<file path="config.mk">
export PLATFORM = sky130hd
export DESIGN_NAME = tdc_vernier_readout
export DESIGN_NICKNAME = d
export VERILOG_FILES = /design/src/rtl/tdc_readout_pkg.sv /design/src/rtl/tdc_phase_decode.sv /design/src/rtl/tdc_lane.sv /design/src/rtl/tdc_vernier_readout.sv
export SDC_FILE = /design/constraint.sdc
export NUM_CORES = 1
export LEC_CHECK = 0
export BUFFER_PORTS_ARGS = -buffer_cell sky130_fd_sc_hd__buf_2
export CORE_MARGIN = 3
export CORE_UTILIZATION = 34
export CTS_BUF_LIST = sky130_fd_sc_hd__clkbuf_16
export CTS_CLUSTER_SIZE = 28
export DETAILED_ROUTE_END_ITERATION = 8
export GPL_TIMING_DRIVEN = 0
export PLACE_DENSITY = 0.65
export REMOVE_ABC_BUFFERS = 1
export SETUP_SLACK_MARGIN = 0.4
export SYNTH_ARGS = -nofsm -noshare
export SYNTH_HDL_FRONTEND = slang
export SYNTH_HIERARCHICAL = 1
export SYNTH_SLANG_ARGS = --single-unit
export TNS_END_PERCENT = 30
</file>
<file path="constraint.sdc">
create_clock -name clk -period 2.2 [get_ports clk]
set_clock_uncertainty 0.2 [all_clocks]
set_input_delay 0.11 -clock clk [delete_from_list [all_inputs] [get_ports clk]]
set_output_delay 0.11 -clock clk [all_outputs]
set_load 0.02 [all_outputs]
</file>
<file path="src/rtl/tdc_readout_pkg.sv">
package tdc_readout_pkg;
  typedef enum logic [2:0] {
    ST_IDLE  = 3'd0,
    ST_RUN   = 3'd1,
    ST_LATCH = 3'd2,
    ST_FWAIT = 3'd3,
    ST_OUT   = 3'd4
  } lane_state_e;
endpackage

</file>
<file path="src/rtl/tdc_phase_decode.sv">
module tdc_phase_decode #(
  parameter int STAGES = 4,
  localparam int PW = STAGES - 1,
  localparam int SW = $clog2(STAGES)
) (
  input  logic [PW-1:0] phase,
  output logic [SW-1:0] stage
);
  logic [STAGES-1:0] edge_hot;

  assign edge_hot[0]        = ~phase[0];
  assign edge_hot[STAGES-1] = phase[PW-1];
  generate
    for (genvar k = 1; k < STAGES - 1; k++) begin : g_edge
      assign edge_hot[k] = phase[k-1] & ~phase[k];
    end
  endgenerate

  // lowest transition wins; higher ones are bubbles
  always_comb begin
    stage = SW'(STAGES - 1);
    for (int k = STAGES - 1; k >= 0; k--) begin
      if (edge_hot[k]) stage = SW'(k);
    end
  end
endmodule

</file>
<file path="src/rtl/tdc_lane.sv">
module tdc_lane
  import tdc_readout_pkg::*;
#(
  parameter int STAGES   = 4,
  parameter int LAPW     = 3,
  parameter int FINEW    = 3,
  parameter int FINE_TMO = 16,
  parameter int DROPW    = 8,
  localparam int PW    = STAGES - 1,
  localparam int SW    = $clog2(STAGES),
  localparam int CODEW = LAPW + SW + FINEW,
  localparam int TMOW  = $clog2(FINE_TMO + 1)
) (
  input  logic             clk,
  input  logic             rst_n,
  input  logic             start,
  input  logic             stop,
  input  logic             lap_tick,
  input  logic [PW-1:0]    phase,
  input  logic             fine_done,
  input  logic [FINEW:0]   fine_cnt,
  input  logic             out_ready,
  output logic             out_valid,
  output logic [CODEW-1:0] out_code,
  output logic             out_err,
  output logic             out_oor,
  output logic [DROPW-1:0] drop_cnt
);
  lane_state_e            state;
  logic [LAPW-1:0]        lap;
  logic [LAPW+SW-1:0]     coarse;
  logic [TMOW-1:0]        tmo;
  logic [CODEW-1:0]       code_q;
  logic                   err_q, oor_q;
  logic [SW-1:0]          stage;

  tdc_phase_decode #(.STAGES(STAGES)) u_dec (.phase(phase), .stage(stage));

  always_ff @(posedge clk or negedge rst_n) begin
    if (!rst_n) begin
      state    <= ST_IDLE;
      lap      <= '0;
      coarse   <= '0;
      tmo      <= '0;
      code_q   <= '0;
      err_q    <= 1'b0;
      oor_q    <= 1'b0;
      drop_cnt <= '0;
    end else begin
      if (start && state != ST_IDLE && drop_cnt != '1)
        drop_cnt <= drop_cnt + 1'b1;
      unique case (state)
        ST_IDLE: if (start) begin
          state <= ST_RUN;
          lap   <= '0;
          err_q <= 1'b0;
          oor_q <= 1'b0;
        end
        ST_RUN: begin
          if (stop) begin
            coarse <= {lap, stage};
            state  <= ST_LATCH;
          end else if (lap_tick) begin
            if (lap == '1) begin
              oor_q  <= 1'b1;
              code_q <= '0;
              state  <= ST_OUT;
            end else begin
              lap <= lap + 1'b1;
            end
          end
        end
        ST_LATCH: begin
          tmo   <= '0;
          state <= ST_FWAIT;
        end
        ST_FWAIT: begin
          if (fine_done) begin
            err_q  <= fine_cnt[FINEW];
            code_q <= fine_cnt[FINEW] ? {coarse, {FINEW{1'b0}}}
                                      : {coarse, fine_cnt[FINEW-1:0]};
            state  <= ST_OUT;
          end else if (tmo == TMOW'(FINE_TMO - 1)) begin
            err_q  <= 1'b1;
            code_q <= {coarse, {FINEW{1'b0}}};
            state  <= ST_OUT;
          end else begin
            tmo <= tmo + 1'b1;
          end
        end
        ST_OUT: if (out_ready) state <= ST_IDLE;
        default: state <= ST_IDLE;
      endcase
    end
  end

  assign out_valid = (state == ST_OUT);
  assign out_code  = code_q;
  assign out_err   = out_valid & err_q;
  assign out_oor   = out_valid & oor_q;
endmodule

</file>
<file path="src/rtl/tdc_vernier_readout.sv">
module tdc_vernier_readout #(
  parameter int NLANE    = 2,
  parameter int STAGES   = 4,
  parameter int LAPW     = 3,
  parameter int FINEW    = 3,
  parameter int FINE_TMO = 16,
  parameter int DROPW    = 8,
  localparam int PW    = STAGES - 1,
  localparam int SW    = $clog2(STAGES),
  localparam int CODEW = LAPW + SW + FINEW
) (
  input  logic                     clk,
  input  logic                     rst_n,
  input  logic [NLANE-1:0]         start_i,
  input  logic [NLANE-1:0]         stop_i,
  input  logic [NLANE-1:0]         lap_tick_i,
  input  logic [NLANE*PW-1:0]      phase_i,
  input  logic [NLANE-1:0]         fine_done_i,
  input  logic [NLANE*(FINEW+1)-1:0] fine_cnt_i,
  input  logic [NLANE-1:0]         out_ready_i,
  output logic [NLANE-1:0]         out_valid_o,
  output logic [NLANE*CODEW-1:0]   out_code_o,
  output logic [NLANE-1:0]         out_err_o,
  output logic [NLANE-1:0]         out_oor_o,
  output logic [NLANE*DROPW-1:0]   drop_cnt_o
);
  generate
    for (genvar l = 0; l < NLANE; l++) begin : g_lane
      tdc_lane #(
        .STAGES(STAGES), .LAPW(LAPW), .FINEW(FINEW),
        .FINE_TMO(FINE_TMO), .DROPW(DROPW)
      ) u_lane (
        .clk       (clk),
        .rst_n     (rst_n),
        .start     (start_i[l]),
        .stop      (stop_i[l]),
        .lap_tick  (lap_tick_i[l]),
        .phase     (phase_i[l*PW +: PW]),
        .fine_done (fine_done_i[l]),
        .fine_cnt  (fine_cnt_i[l*(FINEW+1) +: FINEW+1]),
        .out_ready (out_ready_i[l]),
        .out_valid (out_valid_o[l]),
        .out_code  (out_code_o[l*CODEW +: CODEW]),
        .out_err   (out_err_o[l]),
        .out_oor   (out_oor_o[l]),
        .drop_cnt  (drop_cnt_o[l*DROPW +: DROPW])
      );
    end
  endgenerate
endmodule

</file>
# --- Yosys cells after proc, flatten, opt, wreduce, memory -nomap -nowiden ---
# Index checks and enable logic that the tools add are counted.
word_totals:
  mem_bits_ro: 0
  ff_bits: 68
  out_inout_bits: 38
  mem_count: 0
  in_bits: 26
  mem_bits_rw: 0
  word_cells: 168
  latch_bits: 0
op_classes:
  eq_ne: 36
  n_addsub: 6
  bitwise_logic: 12
  reduce_logical: 30
  div: 0
  n_mul: 0
  order_cmp: 0
  n_shift: 0
  muxes: 68
ops:
  columns: ["operator", "count"]
  rows:
  - ["two-way mux 8 bit", 10]
  - ["two-way mux 3 bit", 24]
  - ["AND reduction 5 bit", 8]
  - ["one-hot mux 8 bit (2 select lines)", 2]
  - ["one-hot mux 3 bit (5 select lines)", 2]
  - ["!= test 2 bit (second input constant)", 14]
  - ["two-way mux 5 bit", 4]
  - ["one-hot mux 5 bit (2 select lines)", 2]
  - ["adder 8 x 1 -> 8 bit (second input constant)", 2]
  - ["!= test 8 bit (second input constant)", 2]
  - ["nonzero test 2 bit", 8]
  - ["two-way mux 1 bit", 14]
  - ["equality test 3 x 2 -> 1 bit (second input constant)", 4]
  - ["equality test 3 bit (second input constant)", 4]
  - ["!= test 3 x 2 -> 1 bit (second input constant)", 4]
  - ["one-hot mux 3 bit (2 select lines)", 2]
  - ["AND reduction 3 bit", 4]
  - ["adder 5 x 1 -> 5 bit (second input constant)", 2]
  - ["equality test 5 x 4 -> 1 bit (second input constant)", 2]
  - ["bitwise AND 1 bit", 8]
  - ["two-way mux 2 bit", 4]
  - ["one-hot mux 1 bit (2 select lines)", 4]
  - ["adder 3 x 1 -> 3 bit (second input constant)", 2]
  - ["equality test 3 x 1 -> 1 bit (second input constant)", 2]
  - ["other kinds (7)", 18]

# --- Logic depth before layout (Yosys ltp) ---
# Gate-level depths: netlist of the first run.
depth:
  depth_word: 5
  mapped_depth: 7
  depth_no_buf: 7

# --- Cells and area by module ---
# The synthesis of the first run kept the hierarchy.
by_module_without_submodules:
  columns: ["mod", "instances", "area_each_um2", "cells_each", "seq_area_each_um2"]
  rows:
  - ["tdc_lane (g_lane[1].u_lane)", 1, 1681.6, 149, 850.8]
  - ["tdc_lane (g_lane[0].u_lane)", 1, 1649.1, 147, 850.8]
  - ["tdc_phase_decode", 2, 17.5, 3, 0.0]

# --- Worst setup path before layout of the first run ---
# OpenSTA, ideal clock, no wires.
synth_timing:
  kind: "register -> register"
  from: "register g_lane[1].u_lane.tmo[0]"
  to: "register g_lane[1].u_lane.code_q[3]"
  synth_period_minus_slack_ns: 2.064
  path_stages_with_launch: 8
  setup_slack_ns: 0.136
  setup_ns: 0.121
  required_time_ns: 1.879
  path_buffers: 1
  t_arrival_ns: 1.743
  cell_sequence: "dfrtp_1 ha_1 and3_1 ha_1 or2_1 buf_2 and4b_1 a22o_1"
synth_via:
  elab_chain_len: 3
synth_lines:
  columns: ["element", "line", "source"]
  rows:
  - ["start, declared", "tdc_lane.sv:32", "logic [TMOW-1:0] tmo;"]
  - ["start signal, assigned", "tdc_lane.sv:88", "tmo <= tmo + 1'b1;"]
  - ["equality test 5 x 4 -> 1 bit", "tdc_lane.sv:83", "end else if (tmo == TMOW'(FINE_TMO - 1)) begin"]
  - ["!= test 3 x 2 -> 1 bit (no source line)", null, null]
  - ["AND reduction 5 bit (no source line)", null, null]
  - ["end signal, assigned", "tdc_lane.sv:80", "code_q <= fine_cnt[FINEW] ? {coarse, {FINEW{1'b0}}}"]
  - ["end signal, assigned", "tdc_lane.sv:85", "code_q <= {coarse, {FINEW{1'b0}}};"]
  - ["end, declared", "tdc_lane.sv:33", "logic [CODEW-1:0] code_q;"]
# No other way between the ends.
# A chain may end at the register's enable or synchronous reset.

# --- Final worst setup path of the first run ---
layout_timing:
  from: "register g_lane[1].u_lane.tmo[0]"
  to: "register g_lane[1].u_lane.code_q[5]"
# The elaborated chain is that of the path after synthesis.

==> metrics, run 1 <==
status=finished clean; CTS Buf Count=9; Comb pwr share=0.365; top fanout value on the critical path=6; Post-Syn Area=approximately 0.0034 mm²; diodes inserted=0; Rows=35; worst min path class=in -> reg; clock power share=0.276; Avg WL per Cell=around 15 µm; # IOs=64; DRT Pass-1 Iters=4; Worst-Skew Late Latency=between 300 and 400 ps; fin crit share=0.889; CTS HTree Levels=3; Internal=approximately 4.0 mW; # nets final=447; depth of the most critical reg-to-reg path=6; I/O Buffers=between 60 and 70; largest net degree at the start of global routing=around 70; Startpoint Class=register; Setup crit end kind=register; Switching Fraction=0.364; met1 Use GR=0.189; Power Density=approximately 1400 mW/mm²; clk slew on worst S/H paths=about 60 ps; Final WS setup=roughly 240 ps; Final Hold Vio Count=0; vias in the first global route=~2.8k; area grow syn2layout=39.4%; Slew Viols, Final=0; Critical Path RT=2210 ps; Yosys reg bits=68; GRT Max-Usage Layer=met2; drt total wl=between 7000 and 8000 µm; Placed Cells=roughly 480; # setup viols final=0; Final Non-Filler Cells=545; TritonCTS clock tree=yes; proportion of layout cells with a drive suffix above 1=0.373; Final Wtd Congestion=slightly below 0.8; Die H=105 µm; Net Sw Power=2.30 mW; RSZ-0062 raised after global routing=true; register area share after synthesis=0.506; number of vias per cell=between 5 and 6; Total Routing Usage GR=0.143; synth top area cells=dfrtp_1, mux2_2, ha_1; post-DP HPWL=slightly below 5000 µm; first-pass GRT wire length=~13000 µm; Mapped Avg Cell Area=about 11 µm²; CP Class=reg -> reg; Syn Inst Count=302; drt drc=0; Async S/R FF share, synth=1.00; chip width=roughly 110 µm; post-synth top area share=0.506; initial antenna violation count=0; die area=approximately 0.011 mm²; Sink Count=68; Post-synth top flop=dfrtp_1; Worst-Margin Slew=approximately 870 ps; Core Region=~0.0094 mm²; Leak=between 2 and 2.5 nW; smallest hold slack=41.3 ps; CTS Buffer Depth=2; Slew HR=0.418; hold depth=3; GR Layer Usage met2=0.233; post-route ant nets=0; max cap viols=0; Sequential Power Share=0.360; met3 usage=0.0380; starting density of the core=0.357; Critical Path AT=approximately 2000 ps; GRT overflow=0; Synth area leader=dfrtp_1; Final min period=1960 ps; DP Worst Slack=-62.8 ps; Root Driver=clkbuf_16; FMAX=around 510 MHz; Vias=approximately 2.8k; number of flops mapped to enable cells by yosys=0; VDD IR-drop max=592 µV; Initial DRC Count=~100; synth warn=6; library cells used by synthesis=71
kinds of logic (layout without fill, tap and decap cells):
logic type / after synthesis / after routing / synth area share
xor gates and xnor gates: 9 / 9 / 0.0234
AOI/OAI and AO/OA: 75 / 77 / 0.163
buffers and inverters: 23 / 135 / 0.0338
DFF: 68 / 68 / 0.506
and+or+nand+nor: 97 / 97 / 0.170
adders and majority gates: 10 / 10 / 0.0372
muxes: 20 / 20 / 0.0673
worst max-delay path: stages (launching register included):
cell,delay [ps]
dfrtp_1,390
ha_2,180
and3_4,180
ha_4,160
or2_4,260
and4b_2,270
a22o_1,200
layer usage:
metal  wire (µm)  vias up
met3         326        8
met4          74        0
met2        3880       69
met5           0        -
li1            -     1338
met1        3640     1372
final cells by class:
type                            count  area, µm²
Tap cell                          129        161
Inverter                           12       45.0
Sequential cell                    68       1710
Fill cell                         827       4720
Timing Repair Buffer              107        703
Multi-Input combinational cell    213       1710
Clock buffer                        9        225
Clock inverter                      7        138
what timing repair did:
| action | 4_1_cts | 5_1_grt |
|---|---|---|
| hold buffers | 21 | 1 |
| endpoints found under the setup margin | 49 | 57 |
| buffers inserted | 13 | 9 |
| endpoints found under the hold margin | 83 | 3 |
| pin swaps | 9 | 5 |
| cloned | 1 | 1 |
| resized for setup | 24 | 13 |
flip-flops by register name, indices dropped and copies added, names as in the netlist:
name	flops
g_lane.u_lane/out_code	16
g_lane.u_lane/tmo	10
g_lane.u_lane/drop_cnt	16
g_lane.u_lane/state	6
g_lane.u_lane/oor_q	2
g_lane.u_lane/lap	6
g_lane.u_lane/err_q	2
g_lane.u_lane/coarse	10
per-stage QoR:
stage | util | instance area (µm²) | power (mW) | setup TNS [ps]
2_1_floorplan | - | 3300 | 3.56 | 0
3_3_place_gp | 0.401 | 3770 | 4.13 | -221
3_5_place_dp | 0.401 | 3780 | 4.21 | -589
4_1_cts | 0.485 | 4560 | 6.22 | 0
5_1_grt | 0.498 | 4690 | 6.75 | 0
6_report | 0.498 | 4690 | 6.34 | 0
path summary, 6_finish.rpt:
path | slack, ps | endpoint | from
max | 240 | g_lane[1].u_lane/out_code[5] | g_lane[1].u_lane/tmo[0]
min reg2reg | 290 | g_lane[0].u_lane/out_code[4] | g_lane[0].u_lane/out_code[4]
min | 40 | g_lane[1].u_lane/oor_q | lap_tick_i[1]
min in group asynchronous | 260 | g_lane[0].u_lane/drop_cnt[3] | rst_n
max reg2reg | 240 | g_lane[1].u_lane/out_code[5] | g_lane[1].u_lane/tmo[0]
max in group asynchronous | 930 | g_lane[1].u_lane/state[0] | rst_n
placed cells by master, fill, tap and decap left out, types with 5 or more instances in the layout:
| master | netlist | routed |
|---|---|---|
| a32o_1 | 5 | 5 |
| dlygate4sd3_1 | 0 | 22 |
| a21oi_1 | 7 | 7 |
| mux2_2 | 16 | 15 |
| clkbuf_16 | 0 | 9 |
| nand2_1 | 27 | 27 |
| inv_1 | 12 | 12 |
| xnor2_1 | 5 | 5 |
| dfrtp_1 | 68 | 65 |
| a22o_1 | 14 | 14 |
| nor3_1 | 6 | 5 |
| nor2_1 | 14 | 13 |
| o21ai_0 | 18 | 14 |
| buf_4 | 1 | 23 |
| nand3_1 | 6 | 6 |
| buf_2 | 5 | 62 |
power groups by stage:
stage / logic, mW / clock network, mW / registers [mW]
after global routing: 2.54 / 1.85 / 2.36
after global placement: 1.88 / 0 / 2.25
after detailed placement: 1.93 / 0 / 2.28
final: 2.31 / 1.75 / 2.28
after CTS: 2.17 / 1.79 / 2.27
after floorplan: 1.11 / 0 / 2.45
cells in the mapped netlist (3+ instances only):
cell,number
dfrtp_1,68
nand2_1,27
o21ai_0,18
mux2_2,16
a22o_1,14
nor2_1,14
inv_1,12
ha_1,10
a21oi_1,7
and3_1,6
nand3_1,6
nor3_1,6
a32o_1,5
buf_2,5
xnor2_1,5
nand2b_1,4
nand4_1,4
xor2_1,4
nor2b_1,3
o21ai_1,3
Power figures use the tool's default switching activity.
==> inputs of run 2 (changes only) <==
--- a/config.mk
+++ b/config.mk
@@ -6,13 +6,15 @@
 export NUM_CORES = 1
 export LEC_CHECK = 0
 export BUFFER_PORTS_ARGS = -buffer_cell sky130_fd_sc_hd__buf_2
+export CELL_PAD_IN_SITES_DETAIL_PLACEMENT = 2
+export CELL_PAD_IN_SITES_GLOBAL_PLACEMENT = 2
 export CORE_MARGIN = 3
-export CORE_UTILIZATION = 34
+export CORE_UTILIZATION = 32
 export CTS_BUF_LIST = sky130_fd_sc_hd__clkbuf_16
 export CTS_CLUSTER_SIZE = 28
 export DETAILED_ROUTE_END_ITERATION = 8
 export GPL_TIMING_DRIVEN = 0
-export PLACE_DENSITY = 0.65
+export PLACE_DENSITY = 0.85
 export REMOVE_ABC_BUFFERS = 1
 export SETUP_SLACK_MARGIN = 0.4
 export SYNTH_ARGS = -nofsm -noshare
==> metrics, run 2 (same netlist as run 1, synthesis figures left out) <==
area grow syn2layout=38.4%; number of vias per cell=5.25 (+2.7%); VDD IR-drop max=640 µV (+8.0%); Worst-Margin Slew=906 ps (+32.8 ps); GRT overflow=0 (unchanged); Die H=109 µm (+2.9%); setup tns final=0 ps (unchanged); initial antenna violation count=0 (unchanged); Leak=2.19 nW (-1.1%); Final Wtd Congestion=0.728 (-7.3%); CTS Buffer Depth=2 (unchanged); I/O Buffers=63 (unchanged); FMAX=496 MHz (-3.0%); vias in the first global route=3270 (+17%); post-DP HPWL=6340 µm (+29%); CTS Buf Count=9 (unchanged); worst min path class=in -> reg; fin crit share=0.917 (+0.0274); Avg WL per Cell=19.9 µm (+37%); Final Hold Vio Count=0 (unchanged); Final min period=2020 ps (+60.4 ps); Tot Pwr=6.04 mW (-4.7%); proportion of layout cells with a drive suffix above 1=0.378 (+0.00572); Slew Viols, Final=0 (unchanged); CTS HTree Levels=3 (unchanged); clk slew on worst S/H paths=60 ps (about the same); largest net degree at the start of global routing=69 (unchanged); smallest hold slack=81.4 ps (+40.1 ps); hold depth=4 (+1); Sink Count=68 (unchanged); Slew HR=0.396 (-0.0219); flop2flop setup slack=180 ps (-60 ps); most frequent cells in the layout=dfrtp_1, buf_2, nand2_1; post-route ant nets=0 (unchanged); Root Driver=clkbuf_16; worst r2r dst=g_lane[0].u_lane/out_code[3]; # setup viols final=0 (unchanged); most common library cell in the layout ignoring fill and taps=dfrtp_1; chip width=109 µm (+2.9%); drt total wl=10900 µm (+37%); Critical Path RT=2200 ps (about the same); Setup crit end kind=register; worst r2r src=g_lane[0].u_lane/tmo[1]; depth of the most critical reg-to-reg path=7 (+1); diodes inserted=0 (unchanged); hold wc startpoint=fine_done_i[1]; # IOs=64 (unchanged); starting density of the core=0.337 (-0.0209); critical path's top delay family=simple AND/OR/NAND/NOR gates; CP Class=reg -> reg; Core Region=0.0100 mm² (+6.2%); DRT Pass-1 Iters=4 (unchanged); placed inst area=0.00378 mm² (+0.13%); Sequential Area=0.00171 mm² (about the same); CP max-delay cell=dfrtp_1; CP cell instances=ha_2 > and3_4 > ha_4 > nor2_4 > nor2b_4 > o21ai_4 > a32o_2; Critical Path AT=2020 ps (+50 ps); TritonCTS clock tree=yes; Startpoint Class=register; Power Density=1300 mW/mm² (-4.0%); RSZ-0062 raised after global routing=true; Initial DRC Count=121 (+17%); Rows=36 (+2.9%); max cap viols=0 (unchanged); fin area=0.00466 mm² (-0.69%); fillers=1042 (+26%); Vias=2878 (+3.3%); Final Non-Filler Cells=548 (+0.55%); Placed Cells=487 (+0.83%); # nets final=447 (unchanged); WHS Endpoint=g_lane[1].u_lane/tmo[0]; Worst-Skew Late Latency=330 ps (about the same); die area=0.0118 mm² (+5.9%); top fanout value on the critical path=5 (-1); drt drc=0 (unchanged); Multi-input gate area=0.00176 mm² (+3.0%); Buf/Inv on CP=0 (unchanged); Max stage delay on crit path=380 ps (about the same); status=finished clean; first-pass GRT wire length=17300 µm (+32%); Total Routing Usage GR=0.192 (+0.0494)
run 2: changes by cell type in the layout (fill, tap and decap cells not counted), sizes merged:
cell         previous run  this run
bufinv                  4         0
clkinv                  2         4
buf                    85        84
dlygate4sd3            22        23
inv                    13        14
run 2: worst max-delay path by stage:
stage | cells after the start | end | from
6_report | 7 | g_lane[0].u_lane/out_code[3] | g_lane[0].u_lane/tmo[1]
5_1_grt | 7 | g_lane[0].u_lane/err_q | g_lane[0].u_lane/tmo[1]
4_1_cts | 6 | g_lane[1].u_lane/out_code[4] | g_lane[1].u_lane/tmo[1]
3_5_place_dp | 7 | g_lane[0].u_lane/out_code[0] | g_lane[0].u_lane/tmo[0]
3_3_place_gp | 6 | g_lane[1].u_lane/out_code[7] | g_lane[1].u_lane/tmo[0]
2_1_floorplan | 6 | g_lane[1].u_lane/out_code[3] | g_lane[1].u_lane/tmo[0]
run 2: metrics by stage:
stage | setup slack [ps] | util
6_report | 183 | 0.466
5_1_grt | 129 | 0.466
4_1_cts | 207 | 0.450
3_5_place_dp | -103 | 0.378
3_3_place_gp | -29.6 | 0.378
2_1_floorplan | 170 | -
run 2: routing by layer:
| layer | wire length [µm] | part of all wire | vias up | global-route usage |
|---|---|---|---|---|
| met3 | 347 | 0.032 | 12 | 0.0412 |
| met4 | 176 | 0.016 | 0 | 0.0613 |
| met2 | 6160 | 0.57 | 57 | 0.363 |
| met5 | 0 | 0 | - | 0 |
| li1 | - | - | 1335 | - |
| met1 | 4200 | 0.39 | 1474 | 0.213 |
run 2: timing repair:
action                                  CTS  global route
buffers inserted                         13             8
hold endpoints to repair                 83             0
cloned                                    1             1
gates resized for setup                  32            19
hold buffers                             23             0
pin swaps                                11            15
endpoints found under the setup margin   56            63
run 2: report_power, final:
part / internal (mW) / switching [mW]
logic: 1.12 / 1.35
registers: 1.73 / 0.601
clock network: 0.735 / 0.504
total: 3.58 / 2.46
run 2: tightest hold or removal path, stage by stage:
cell and delay (ps):
buf_2 180, nor4b_4 80, mux2i_1 120, o21ai_1 70
run 2: cell type report:
cell class	count	share of cell area
clock buffer	9	0.0483
clock inverter	6	0.00537
inverter	12	0.00967
multi-input combinational	213	0.379
sequential	68	0.366
tap	133	0.0357
timing repair buffer	107	0.156
==> inputs of run 3 (changes only) <==
--- a/config.mk
+++ b/config.mk
@@ -9,16 +9,14 @@
 export CELL_PAD_IN_SITES_DETAIL_PLACEMENT = 2
 export CELL_PAD_IN_SITES_GLOBAL_PLACEMENT = 2
 export CORE_MARGIN = 3
-export CORE_UTILIZATION = 32
+export CORE_UTILIZATION = 31
 export CTS_BUF_LIST = sky130_fd_sc_hd__clkbuf_16
 export CTS_CLUSTER_SIZE = 28
 export DETAILED_ROUTE_END_ITERATION = 8
 export GPL_TIMING_DRIVEN = 0
-export PLACE_DENSITY = 0.85
+export PLACE_DENSITY = 0.84
 export REMOVE_ABC_BUFFERS = 1
-export SETUP_SLACK_MARGIN = 0.4
 export SYNTH_ARGS = -nofsm -noshare
 export SYNTH_HDL_FRONTEND = slang
-export SYNTH_HIERARCHICAL = 1
 export SYNTH_SLANG_ARGS = --single-unit
 export TNS_END_PERCENT = 30
==> metrics, run 3 <==
post-DP HPWL=6170 µm (-2.8%); synth warn=0 (-6); worst r2r dst=g_lane[1].u_lane.tmo[3]; Die H=109 µm (+0.74%); Final Wtd Congestion=0.740 (+1.6%); VDD IR-drop max=529 µV (-17%); Startpoint Class=register; WHS Endpoint=g_lane[0].u_lane.err_q; Final Hold Vio Count=0 (unchanged); FMAX=463 MHz (-6.6%); Critical Path RT=2260 ps (+60 ps); starting density of the core=0.319 (-0.0172); CP max-delay cell=or4b_1; Synth area leader=dfrtp_1; most common cell in the netlist=dfrtp_1; fillers=1119 (+7.4%); synth top area cells=dfrtp_1, a22o_1, ha_1; most frequent cells in the layout=dfrtp_1, buf_2, nand2_1; first-pass GRT wire length=15800 µm (-8.6%); largest net degree at the start of global routing=54 (-22%); Slew HR=0.518 (+0.122); worst r2r src=g_lane[1].u_lane.tmo[0]; Root Driver=clkbuf_16; CTS Buf Count=9 (unchanged); Sink Count=68 (unchanged); GRT overflow=0 (unchanged); most used cell, CP=ha_2; diodes inserted=0 (unchanged); Final min period=2160 ps (+142 ps); Slew Viols, Final=0 (unchanged); Core Util, Final=0.425 (-0.0408); Tot Pwr=6.06 mW (+0.37%); Setup crit end kind=register; Post-synth top flop=dfrtp_1; area grow syn2layout=33.1%; depth of the most critical reg-to-reg path=7 (unchanged); library cells used by synthesis=50 (-30%); post-route ant nets=0 (unchanged); register area share after synthesis=0.514 (+0.00821); drt drc=0 (unchanged); top fanout value on the critical path=3 (-2); flop2flop setup slack=40 ps (-140 ps); number of vias per cell=5.12 (-2.6%); I/O Buffers=63 (unchanged); hold wc startpoint=fine_cnt_i[3]; Max stage delay on crit path=520 ps (+140 ps); drt total wl=9550 µm (-12%); max cap viols=0 (unchanged); Vias=2799 (-2.7%); # nets final=442 (-1.1%); Power Density=1380 mW/mm² (+6.1%); initial antenna violation count=0 (unchanged); fin crit share=0.982 (+0.0647); critical path's top delay family=simple AND/OR/NAND/NOR gates; TritonCTS clock tree=yes; Worst-Margin Slew=721 ps (-185 ps); clk slew on worst S/H paths=60 ps (about the same); number of flops mapped to enable cells by yosys=0 (unchanged); hold depth=3 (-1); Avg WL per Cell=17.5 µm (-12%); Buf/Inv on CP=0 (unchanged); vias in the first global route=3083 (-5.7%); Post-Syn Area=0.00331 mm² (-1.6%); Worst-Skew Late Latency=330 ps (about the same); most common library cell in the layout ignoring fill and taps=dfrtp_1; chip width=109 µm (+0.74%); proportion of layout cells with a drive suffix above 1=0.282 (-0.0961); Leak=2.14 nW (-2.5%); Async S/R FF share, synth=1.00 (unchanged); Critical Path AT=2220 ps (+200 ps); status=finished clean; DRT Pass-1 Iters=4 (unchanged); Initial DRC Count=79 (-35%); # IOs=64 (unchanged); CP cell instances=ha_2 > and3_1 > ha_2 > nor2_4 > nand4_1 > or4b_1 > nand3_1; top post-synthesis cells by count=dfrtp_1, nand2_1, a22o_1; Syn Inst Count=314 (+4.0%); worst min path class=in -> reg; Yosys reg bits=68 (unchanged); Mapped Avg Cell Area=10.5 µm² (-5.4%); RSZ-0062 raised after global routing=true; post-synth top area share=0.514 (+0.00821); CTS Buffer Depth=2 (unchanged); die area=0.0120 mm² (+1.5%); # setup viols final=0 (unchanged); Total Routing Usage GR=0.169 (-0.0235); Core Region=0.0104 mm² (+3.7%); Rows=37 (+2.8%); CP Class=reg -> reg; CTS HTree Levels=3 (unchanged)
-- run 3: worst min-delay path, cell delays in order --
cell     delay, ps
buf_2           70
and3b_1        210
nor2_1         110
-- run 3: layout make-up --
type                            count  area, µm²  area share
Sequential cell                    68       1700       0.386
Multi-Input combinational cell    217       1500       0.341
Timing Repair Buffer               99        667       0.151
Clock buffer                        9        225      0.0511
Tap cell                          136        170      0.0386
Clock inverter                      7       97.6      0.0221
Inverter                           11       41.3     0.00937
-- run 3: kinds of logic (layout without fill, tap and decap cells) --
logic type | Yosys count | count (layout) | share of synthesized area
buffers and inverters | 29 | 126 | 0.0461
XOR/XNOR | 7 | 7 | 0.0185
adder cells (fa/ha/maj) | 10 | 10 | 0.0378
AO/OA/AOI/OAI | 80 | 80 | 0.164
AND/OR/NAND/NOR | 110 | 110 | 0.185
flip-flops | 68 | 68 | 0.514
multiplexers | 10 | 10 | 0.0351
-- run 3: how the worst max path moves through the flow --
| stage | from | endpoint | cells after the start |
|---|---|---|---|
| 2_1_floorplan | g_lane[0].u_lane.tmo[0] | g_lane[0].u_lane.tmo[3] | 7 |
| 3_3_place_gp | g_lane[0].u_lane.tmo[0] | g_lane[0].u_lane.tmo[3] | 7 |
| 3_5_place_dp | g_lane[0].u_lane.tmo[0] | g_lane[0].u_lane.tmo[3] | 7 |
| 4_1_cts | g_lane[1].u_lane.tmo[0] | g_lane[1].u_lane.tmo[3] | 7 |
| 5_1_grt | g_lane[1].u_lane.tmo[0] | g_lane[1].u_lane.tmo[3] | 7 |
| 6_report | g_lane[1].u_lane.tmo[0] | g_lane[1].u_lane.tmo[3] | 7 |
-- run 3: per-stage QoR --
stage          cells  setup slack [ps]  cell area, µm²  hold WS, ps  TNS [ps]
2_1_floorplan    296              3.89            3200         -386         0
3_3_place_gp     495              -157            3690         86.7      -676
3_5_place_dp     496              -208            3720         -199     -1770
4_1_cts          539             -15.3            4320         5.00     -15.3
5_1_grt          547             -62.6            4410         41.6     -91.3
6_report         547              40.6            4410         9.79         0
-- run 3: layer usage --
layer  track usage  share of wire
met1         0.204           0.43
met2         0.303           0.53
met3        0.0264          0.028
met5             0              0
met4        0.0614          0.016
-- run 3: what timing repair did --
| item | CTS | global route |
|---|---|---|
| hold endpoints to repair | 84 | 0 |
| pin swaps | 1 | 7 |
| hold buffers | 22 | 0 |
| setup endpoints to repair | 25 | 17 |
| setup buffers | 5 | 8 |
| resized for setup | 6 | 10 |
-- run 3: power breakdown --
group	total, mW	internal [mW]	switching [mW]
Sequential	2.35	1.76	0.593
Combinational	2.13	0.939	1.19
Clock	1.58	0.999	0.583
